## src/rtl/dbm_pkg.sv

```systemverilog
package dbm_pkg;

  typedef enum logic [1:0] {
    ST_IDLE  = 2'd0,
    ST_ADDR  = 2'd1,
    ST_CSDLY = 2'd2,
    ST_DATA  = 2'd3
  } dbm_state_e;

endpackage

```

## src/rtl/dbm_sync.sv

```systemverilog
module dbm_sync #(
  parameter int STAGES = 2
) (
  input  logic clk,
  input  logic rst_n,
  input  logic async_i,
  output logic sync_o
);

  logic [STAGES-1:0] chain_q;

  generate
    if (STAGES == 1) begin : g_single
      always_ff @(posedge clk or negedge rst_n) begin
        if (!rst_n) chain_q <= '0;
        else        chain_q <= async_i;
      end
    end else begin : g_multi
      always_ff @(posedge clk or negedge rst_n) begin
        if (!rst_n) chain_q <= '0;
        else        chain_q <= {chain_q[STAGES-2:0], async_i};
      end
    end
  endgenerate

  assign sync_o = chain_q[STAGES-1];

endmodule

```

## src/rtl/dbm_counter.sv

```systemverilog
module dbm_counter #(
  parameter int W   = 8,
  parameter bit SAT = 1'b0
) (
  input  logic         clk,
  input  logic         rst_n,
  input  logic         clr_i,
  input  logic         inc_i,
  output logic [W-1:0] q_o
);

  localparam logic [W-1:0] MAXV = '1;

  logic [W-1:0] q_q, q_d;
  logic         en;

  generate
    if (SAT) begin : g_sat
      always_comb begin
        q_d = q_q;
        if (clr_i)                    q_d = '0;
        else if (inc_i && q_q != MAXV) q_d = q_q + W'(1);
      end
    end else begin : g_wrap
      always_comb begin
        q_d = q_q;
        if (clr_i)      q_d = '0;
        else if (inc_i) q_d = q_q + W'(1);
      end
    end
  endgenerate

  assign en = clr_i | inc_i;

  always_ff @(posedge clk or negedge rst_n) begin
    if (!rst_n)  q_q <= '0;
    else if (en) q_q <= q_d;
  end

  assign q_o = q_q;

endmodule

```

## src/rtl/dbm_sequencer.sv

```systemverilog
module dbm_sequencer
  import dbm_pkg::*;
#(
  parameter int CDW = 3,
  parameter int WW  = 6,
  parameter int TW  = 8
) (
  input  logic           clk,
  input  logic           rst_n,
  input  logic           start_i,
  input  logic [CDW-1:0] cs_dly_i,
  input  logic [WW-1:0]  wait_i,
  input  logic [WW-1:0]  poll_i,
  input  logic           dtack_en_i,
  input  logic [TW-1:0]  tmo_i,
  input  logic           dtack_i,
  output dbm_state_e     state_o,
  output logic           end_o,
  output logic           err_o
);

  localparam int PHW = ((WW > CDW) ? WW : CDW) + 1;

  dbm_state_e     st_q, st_d;
  logic [PHW-1:0] phase;
  logic [TW-1:0]  tcnt;
  logic           ph_clr, ph_inc, tm_clr, tm_inc;
  logic [PHW-1:0] wc_x, wlast_x, poll_x, emin_x, cs_x;
  logic [TW-1:0]  tc;
  logic           eligible;

  // Clamp reserved zero settings to one
  always_comb begin
    wc_x    = (wait_i == '0) ? PHW'(1) : PHW'(wait_i);
    wlast_x = wc_x - PHW'(1);
    poll_x  = PHW'(poll_i);
    emin_x  = (wlast_x > poll_x) ? wlast_x : poll_x;
    cs_x    = PHW'(cs_dly_i);
    tc      = (tmo_i == '0) ? TW'(1) : tmo_i;
  end

  assign eligible = (phase >= emin_x);

  dbm_counter #(.W(PHW), .SAT(1'b1)) u_phase (
    .clk   (clk),
    .rst_n (rst_n),
    .clr_i (ph_clr),
    .inc_i (ph_inc),
    .q_o   (phase)
  );

  dbm_counter #(.W(TW), .SAT(1'b0)) u_tmo (
    .clk   (clk),
    .rst_n (rst_n),
    .clr_i (tm_clr),
    .inc_i (tm_inc),
    .q_o   (tcnt)
  );

  always_comb begin
    st_d   = st_q;
    ph_clr = 1'b0;
    ph_inc = 1'b0;
    tm_clr = 1'b0;
    tm_inc = 1'b0;
    end_o  = 1'b0;
    err_o  = 1'b0;
    unique case (st_q)
      ST_IDLE: begin
        if (start_i) begin
          st_d   = ST_ADDR;
          ph_clr = 1'b1;
          tm_clr = 1'b1;
        end
      end
      ST_ADDR: begin
        ph_clr = 1'b1;
        st_d   = (cs_x > PHW'(1)) ? ST_CSDLY : ST_DATA;
      end
      ST_CSDLY: begin
        if (phase == cs_x - PHW'(2)) begin
          ph_clr = 1'b1;
          st_d   = ST_DATA;
        end else begin
          ph_inc = 1'b1;
        end
      end
      ST_DATA: begin
        ph_inc = 1'b1;
        if (!dtack_en_i) begin
          if (phase >= wlast_x) end_o = 1'b1;
        end else if (eligible) begin
          if (dtack_i) begin
            end_o = 1'b1;
          end else if (tcnt == tc - TW'(1)) begin
            end_o = 1'b1;
            err_o = 1'b1;
          end else begin
            tm_inc = 1'b1;
          end
        end
        if (end_o) st_d = ST_IDLE;
      end
      default: st_d = ST_IDLE;
    endcase
  end

  always_ff @(posedge clk or negedge rst_n) begin
    if (!rst_n) st_q <= ST_IDLE;
    else        st_q <= st_d;
  end

  assign state_o = st_q;

  // an access can only close from the data phase
  p_end_in_data_r9: assert property (@(posedge clk) disable iff (!rst_n)
    end_o |-> (st_q == ST_DATA));

  // the acknowledge never closes an access before the poll start
  p_poll_start_r5: assert property (@(posedge clk) disable iff (!rst_n)
    (end_o && dtack_en_i) |-> (phase >= poll_x));

  // the polling counter never runs past the programmed limit
  p_timeout_bound_r10: assert property (@(posedge clk) disable iff (!rst_n)
    (st_q == ST_DATA && dtack_en_i) |-> (tcnt < tc));

  // an error close only happens without an acknowledge
  p_err_cause_r10: assert property (@(posedge clk) disable iff (!rst_n)
    err_o |-> (dtack_en_i && !dtack_i));

endmodule

```

## src/rtl/dtack_bus_master.sv

```systemverilog
module dtack_bus_master
  import dbm_pkg::*;
#(
  parameter int ADW = 16,
  parameter int CDW = 3,
  parameter int WW  = 6,
  parameter int TW  = 8,
  parameter int SYNC_STAGES = 2
) (
  input  logic           clk,
  input  logic           rst_n,
  input  logic           req_valid,
  output logic           req_ready,
  input  logic           req_write,
  input  logic [ADW-1:0] req_addr,
  input  logic [ADW-1:0] req_wdata,
  output logic           rsp_valid,
  output logic [ADW-1:0] rsp_rdata,
  output logic           rsp_err,
  input  logic           cfg_dtack_en,
  input  logic [CDW-1:0] cfg_rd_csdly,
  input  logic [CDW-1:0] cfg_wr_csdly,
  input  logic [WW-1:0]  cfg_rd_wait,
  input  logic [WW-1:0]  cfg_wr_wait,
  input  logic [WW-1:0]  cfg_poll_start,
  input  logic [TW-1:0]  cfg_timeout,
  output logic           bus_cs_n,
  output logic           bus_ale,
  output logic           bus_oe_n,
  output logic           bus_we_n,
  output logic [ADW-1:0] bus_ad_o,
  output logic           bus_ad_oe,
  input  logic [ADW-1:0] bus_ad_i,
  input  logic           bus_dtack
);

  dbm_state_e     state;
  logic           accept, acc_end, acc_err, dtack_s;
  logic           wr_q, den_q;
  logic [ADW-1:0] addr_q, wdata_q, rdata_q;
  logic [CDW-1:0] cs_q;
  logic [WW-1:0]  wait_q, poll_q;
  logic [TW-1:0]  tmo_q;
  logic           vld_q, err_q;

  assign req_ready = (state == ST_IDLE);
  assign accept    = req_valid & req_ready;

  // Request and configuration capture, one set per access
  always_ff @(posedge clk or negedge rst_n) begin
    if (!rst_n) begin
      wr_q    <= 1'b0;
      den_q   <= 1'b0;
      addr_q  <= '0;
      wdata_q <= '0;
      cs_q    <= '0;
      wait_q  <= '0;
      poll_q  <= '0;
      tmo_q   <= '0;
    end else if (accept) begin
      wr_q    <= req_write;
      den_q   <= cfg_dtack_en;
      addr_q  <= req_addr;
      wdata_q <= req_wdata;
      cs_q    <= req_write ? cfg_wr_csdly : cfg_rd_csdly;
      wait_q  <= req_write ? cfg_wr_wait  : cfg_rd_wait;
      poll_q  <= cfg_poll_start;
      tmo_q   <= cfg_timeout;
    end
  end

  dbm_sync #(.STAGES(SYNC_STAGES)) u_dtack_sync (
    .clk     (clk),
    .rst_n   (rst_n),
    .async_i (bus_dtack),
    .sync_o  (dtack_s)
  );

  dbm_sequencer #(.CDW(CDW), .WW(WW), .TW(TW)) u_seq (
    .clk        (clk),
    .rst_n      (rst_n),
    .start_i    (accept),
    .cs_dly_i   (cs_q),
    .wait_i     (wait_q),
    .poll_i     (poll_q),
    .dtack_en_i (den_q),
    .tmo_i      (tmo_q),
    .dtack_i    (dtack_s),
    .state_o    (state),
    .end_o      (acc_end),
    .err_o      (acc_err)
  );

  // Pin decode from the sequencer state
  always_comb begin
    bus_ale   = (state == ST_ADDR);
    bus_cs_n  = !((state == ST_DATA) || ((state == ST_ADDR) && (cs_q == '0)));
    bus_oe_n  = !((state == ST_DATA) && !wr_q);
    bus_we_n  = !((state == ST_DATA) &&  wr_q);
    bus_ad_oe = (state == ST_ADDR) ||
                (wr_q && ((state == ST_CSDLY) || (state == ST_DATA)));
    bus_ad_o  = (state == ST_ADDR) ? addr_q : wdata_q;
  end

  // Completion register
  always_ff @(posedge clk or negedge rst_n) begin
    if (!rst_n) begin
      vld_q <= 1'b0;
      err_q <= 1'b0;
    end else begin
      vld_q <= acc_end;
      err_q <= acc_end & acc_err;
    end
  end

  always_ff @(posedge clk or negedge rst_n) begin
    if (!rst_n)                  rdata_q <= '0;
    else if (acc_end && !wr_q)   rdata_q <= bus_ad_i;
  end

  assign rsp_valid = vld_q;
  assign rsp_err   = err_q;
  assign rsp_rdata = rdata_q;

  // the address strobe lasts one cycle
  p_ale_single_r2: assert property (@(posedge clk) disable iff (!rst_n)
    bus_ale |=> !bus_ale);

  // a strobe is only driven inside chip select
  p_strobe_in_cs_r3: assert property (@(posedge clk) disable iff (!rst_n)
    (!bus_oe_n || !bus_we_n) |-> !bus_cs_n);

  // read and write strobes never overlap, and a read leaves the lines free
  p_one_strobe_r8: assert property (@(posedge clk) disable iff (!rst_n)
    !bus_oe_n |-> (bus_we_n && !bus_ad_oe));

  // an idle block drives no bus cycle
  p_ready_idle_r1: assert property (@(posedge clk) disable iff (!rst_n)
    req_ready |-> (bus_cs_n && bus_oe_n && bus_we_n && !bus_ale));

  // the completion flag is a single-cycle pulse
  p_done_pulse_r9: assert property (@(posedge clk) disable iff (!rst_n)
    rsp_valid |=> !rsp_valid);

  // chip select is released when the completion is reported
  p_done_released_r9: assert property (@(posedge clk) disable iff (!rst_n)
    rsp_valid |-> (bus_cs_n && bus_oe_n && bus_we_n));

endmodule

```

## config.mk

```make
export PLATFORM = sky130hd
export DESIGN_NAME = dtack_bus_master
export DESIGN_NICKNAME = d
export VERILOG_FILES = /design/src/rtl/dbm_pkg.sv /design/src/rtl/dbm_sync.sv /design/src/rtl/dbm_counter.sv /design/src/rtl/dbm_sequencer.sv /design/src/rtl/dtack_bus_master.sv
export SDC_FILE = /design/constraint.sdc
export NUM_CORES = 1
export LEC_CHECK = 0
export ABC_AREA = 1
export BUFFER_PORTS_ARGS = -buffer_cell sky130_fd_sc_hd__buf_4
export CAP_MARGIN = 15
export CORE_MARGIN = 2
export CORE_UTILIZATION = 25
export DETAILED_ROUTE_END_ITERATION = 10
export GPL_TIMING_DRIVEN = 0
export SYNTH_ARGS = -nofsm -noshare
export SYNTH_HDL_FRONTEND = slang
export SYNTH_SLANG_ARGS = --single-unit
```

## constraint.sdc

```tcl
create_clock -name clk -period 8.6 [get_ports clk]
set_clock_uncertainty 0.05 [all_clocks]
set_input_delay 2.58 -clock clk [delete_from_list [all_inputs] [get_ports clk]]
set_output_delay 2.58 -clock clk [all_outputs]
set_load 0.01 [all_outputs]
```

* After elaboration in Yosys (flattened, before gate mapping)
Cells that the tools add are included.
Storage, ports and cells: bits in registers 94, input port bits 86, output and inout port bits 40, word-level logic and storage cells 96
Operators by class: add/sub/neg operators 5, order comparisons 4, equality and inequality tests 9, multiplexer cells 37, bitwise operators 4, reduce and logical (&&, ||, !) cells 22
Operators by type and width (number):
- $mux 8 | 3
- $mux 1 | 21
- $mux 7 | 3
- $mux 16 | 1
- $ge 7x7->1 | 2
- $mux 6 | 2
- $add 8x1->8 const B | 1
- $eq 8x8->1 | 1
- $logic_not 8->1 | 1
- $pmux 2 s4 | 1
- $sub 8x1->8 const B | 1
- $add 7x1->7 const B | 1
- $eq 7x7->1 | 1
- $gt 7x6->1 | 1
- $ne 7x7->1 const B | 1
- $sub 7x1->7 const B | 1
- $logic_and 1x1->1 | 6
- $logic_not 6->1 | 1
- $mux 2 | 3
- $ne 2x1->1 const B | 3
- $eq 2x2->1 const B | 2
- $logic_not 1->1 | 4
- $reduce_and 2->1 | 2
- $reduce_bool 2->1 | 2
- other kinds (12) | 16

* Logic depth before layout (Yosys ltp)
word-level depth 11, gate-level depth with buffers 30, depth with buffers taken out 28

* Cells and area by module
Synthesis repeated with hierarchy kept, for this count alone.
Unflattened totals: cells, all modules 743, area, all modules 5515.3 sq um
By module, submodules not included:
- dtack_bus_master | times used 1, cells each 414, area an instance 3291.9 sq um, sequential area each 1876.8 sq um
- dbm_sequencer | times used 1, cells each 219, area an instance 1343.8 sq um, sequential area each 50.0 sq um
- dbm_counter (u_seq.u_tmo) | times used 1, cells each 55, area an instance 439.2 sq um, sequential area each 200.2 sq um
- dbm_counter (u_seq.u_phase) | times used 1, cells each 53, area an instance 390.4 sq um, sequential area each 175.2 sq um
- dbm_sync | times used 1, cells each 2, area an instance 50.0 sq um, sequential area each 50.0 sq um

* Worst setup path before layout
Ideal clock, no wire load.
kind register to output, from register u_seq.st_q[1] (netlist: u_seq.state_o[1]), to output bus_ad_o[10], data arrival time 1.599 ns, required time 5.970 ns, slack 4.371 ns, stages on the path, launching flop included 8, path buffers 2, cells stage by stage dfrtp_1 -> inv_1 -> ha_1 -> clkbuf_1 -> clkinv_1 -> clkbuf_1 -> nand2_1 -> nand2_1
Between the ends: cells in the longest elaborated chain, start to end 2
RTL lines:
- start: declaration | line dbm_sequencer.sv:24 | dbm_state_e st_q, st_d;
- start signal: assignment | line dbm_sequencer.sv:110 | else st_q <= st_d;
- $eq 2x1->1
- named net bus_ale | line dtack_bus_master.sv:28 | output logic bus_ale,
- $mux 16 | line dtack_bus_master.sv:102 | bus_ad_o = (state == ST_ADDR) ? addr_q : wdata_q;
- end: declaration | line dtack_bus_master.sv:31 | output logic [ADW-1:0] bus_ad_o,
The timed path passes the listed nets, and every way through them passes these cells.

* Worst setup path in the final report
from register u_seq.st_q[1] (netlist: u_seq.state_o[1]), to output bus_ad_o[8]
Between the ends: cells in the longest elaborated chain, start to end 2
RTL lines (line):
- $eq 2x1->1 | dtack_bus_master.sv:102
- $mux 16 | dtack_bus_master.sv:102
No other way between the ends.

==> reports/results.txt <==
placed cell area = 6566 um2
Hold Buf Count CTS = 0
core footprint = 20820 um2
CTS tree = yes
Synth Register Bits = 94
Syn Nets = 805
I/O Buffers = 124
# IOs = 126
die height = 149.1 um
Pre-Repair DR Iteration Count = 4
Fin. Hold Viols = 0
cells after synthesis = 689
Slew @ Worst Pin = 0.6984 ns
worst ir drop on vdd = 0.0001761 V
Total GRT Usage = 14.02%
Die Area = 22230 um2
clk buf depth = 2
hold_sp = u_dtack_sync.chain_q[0]
slew margin rel. = 53.44%
Initial Util = 25.28%
post-route setup slack = 3.147 ns
DRC = 0
Initial DRC Count = 259
Worst Path Max Fanout = 10
routed len/inst = 13.70 um
Mapped Area = 5264 um2
critical path class = reg -> out
outcome = finished, final reports clean
number of max-cap violations = 0
first-pass GRT wire length = 24360 um
row cnt = 53
Fin Hold WS = 0.3387 ns
Critical Path End Type = output port
CTS Buf Count = 9
Filler Cells Inserted = 2263
crit path DAT = 2.82 ns
clk_lat worst skew = 0.35 ns
die span in x = 149.1 um
unrepaired setup endpoints after global routing = false
Final min period = 5.453 ns
Startpoint Class = register
Final setup viols = 0
CTS sink cnt = 94
Placed Cells = 1089
power density cells = 374.4 nW/um2
via count = 4922
Seq/Total Area, Yosys = 44.69%
Worst Path Required = 5.97 ns
Slew Limit Fails = 0
Tcrit/Tclk final = 63.41%
dpl ws = 3.450 ns
post-cts sizing count = 0
LEAKAGE = 3.639 nW
diode count = 0
Setup TNS = 0 ns
crit path from = u_seq.state_o[1]
Post-CTS Setup Bufs = 0
number of global-route vias before repair = 4761
synth unique cells = 37
drt via density = 4.454
P&R area growth vs syn = 30.90%
most common cell after layout, fill and taps aside = nand2_1
Mapped Avg Cell Area = 7.640 um2
largest net degree at the start of global routing = 54
final core occ = 33.09%
CTS clock-pin slew for the worst setup and hold paths = 0.07 ns
Reg-to-Reg Start = wait_q[2]
total gr overflow = 0
design area = 6890 um2
fin cells = 1105
root buf cell = clkbuf_16
Tightest Hold Check Type = reg -> reg
# nets final = 941
H-tree Lvls = 3
DP HPWL = 11450 um
Ys Warns = 0
Routed Antenna Nets = 0
Design Power = 2.580 mW
layout cells sized above 1 = 19.88%
drt total wl = 15140 um
antenna violations before repair = 0
GPL Wtd Cong = 0.8219
fmax = 183.4 MHz
commonest non-fill, non-tap cells in the layout = nand2_1 (283), buf_4 (124), dfrtp_1 (94), inv_1 (57), nand3_1 (41)
==> kinds of logic after synthesis <==
kind of cell	share of synthesized area (%)
compound gates	7.583
simple gates	31.40
flops	44.69
buf+inv	6.370
xor+xnor	2.829
fa+ha+maj	7.131
==> final timing paths <==
check | end | slack (ns) | cells after the start
worst max-delay path | bus_ad_o[8] | 3.15 | 8
worst min-delay path | u_dtack_sync.chain_q[1] | 0.34 | 0
worst max register to register | u_seq.u_tmo.q_o[0] | 3.43 | 27
worst min register to register | u_dtack_sync.chain_q[1] | 0.34 | 0
max in group asynchronous | u_seq.u_phase.q_o[3] | 5.66 | 2
min in group asynchronous | addr_q[11] | 2.17 | 1
==> synthesized netlist by cell type (all sizes together) <==
| cell type | instances | area, um2 |
|---|---|---|
| a211oi | 1 | 7.510 |
| nor3b | 1 | 7.510 |
| dfrtp | 94 | 2352 |
| ha | 30 | 375.4 |
| a31oi | 2 | 12.51 |
| xor2 | 12 | 105.1 |
| nand4 | 10 | 62.56 |
| o32ai | 1 | 8.760 |
| xnor2 | 5 | 43.79 |
| and3 | 1 | 6.260 |
| o21a | 1 | 7.510 |
| nand3b | 1 | 7.510 |
| clkinv | 2 | 7.510 |
| o311ai | 1 | 8.760 |
| o22ai | 8 | 50.05 |
| buf | 4 | 38.78 |
| nand3 | 43 | 225.2 |
| clkbuf | 17 | 63.81 |
| inv | 60 | 225.2 |
| nor2 | 42 | 182.7 |
| or2 | 1 | 6.260 |
| a21oi | 15 | 75.07 |
| nand2 | 290 | 1135 |
| o211ai | 2 | 15.01 |
| a32o | 1 | 10.01 |
| a41oi | 1 | 8.760 |
| o21ai | 39 | 195.2 |
| nor3 | 4 | 20.02 |
==> cell type report <==
cell class              instances  area [um2]  area share, %
plain buffers                  21       102.6          1.489
inverters                      62       232.7          3.378
clock inverters                 5       81.33          1.180
multi-input cells             512        2576          37.39
well taps                     275       344.1          4.994
repair buffers                125       958.4          13.91
flip-flops and latches         94        2352          34.14
clock buffers                  11       242.7          3.523
==> critical path: stages, from the launching register on <==
cell and delay (ns):
dfrtp_1 0.43, inv_1 0.12, ha_1 0.19, clkbuf_1 0.50, clkinv_1 0.52, clkbuf_1 0.35, nand2_1 0.13, nand2_1 0.08
buf_4 0.15
==> state kept, by name, indices dropped and copies added, names as in the netlist <==
signal,count
rsp_rdata,16
u_dtack_sync.chain_q,2
poll_q,6
cs_q,3
u_seq.state_o,2
wdata_q,16
wait_q,6
u_seq.u_phase.q_o,7
rsp_valid,1
addr_q,16
wr_q,1
tmo_q,8
den_q,1
rsp_err,1
u_seq.u_tmo.q_o,8
==> layer usage <==
layer | global-route usage (%) | vias up | part of all wire [%]
met3 | 5.902 | 11 | 9.2
met2 | 20.60 | 146 | 42
met1 | 19.42 | 2300 | 48
met4 | 2.571 | 0 | 1.1
met5 | 0 | - | 0
li1 | - | 2465 | -
==> where the power goes <==
group          internal [mW]  switching (mW)
clock                  0.264           0.177
sequential             0.628           0.139
combinational          0.545           0.827
total                   1.44            1.14
(Power assumes the default switching activity.)
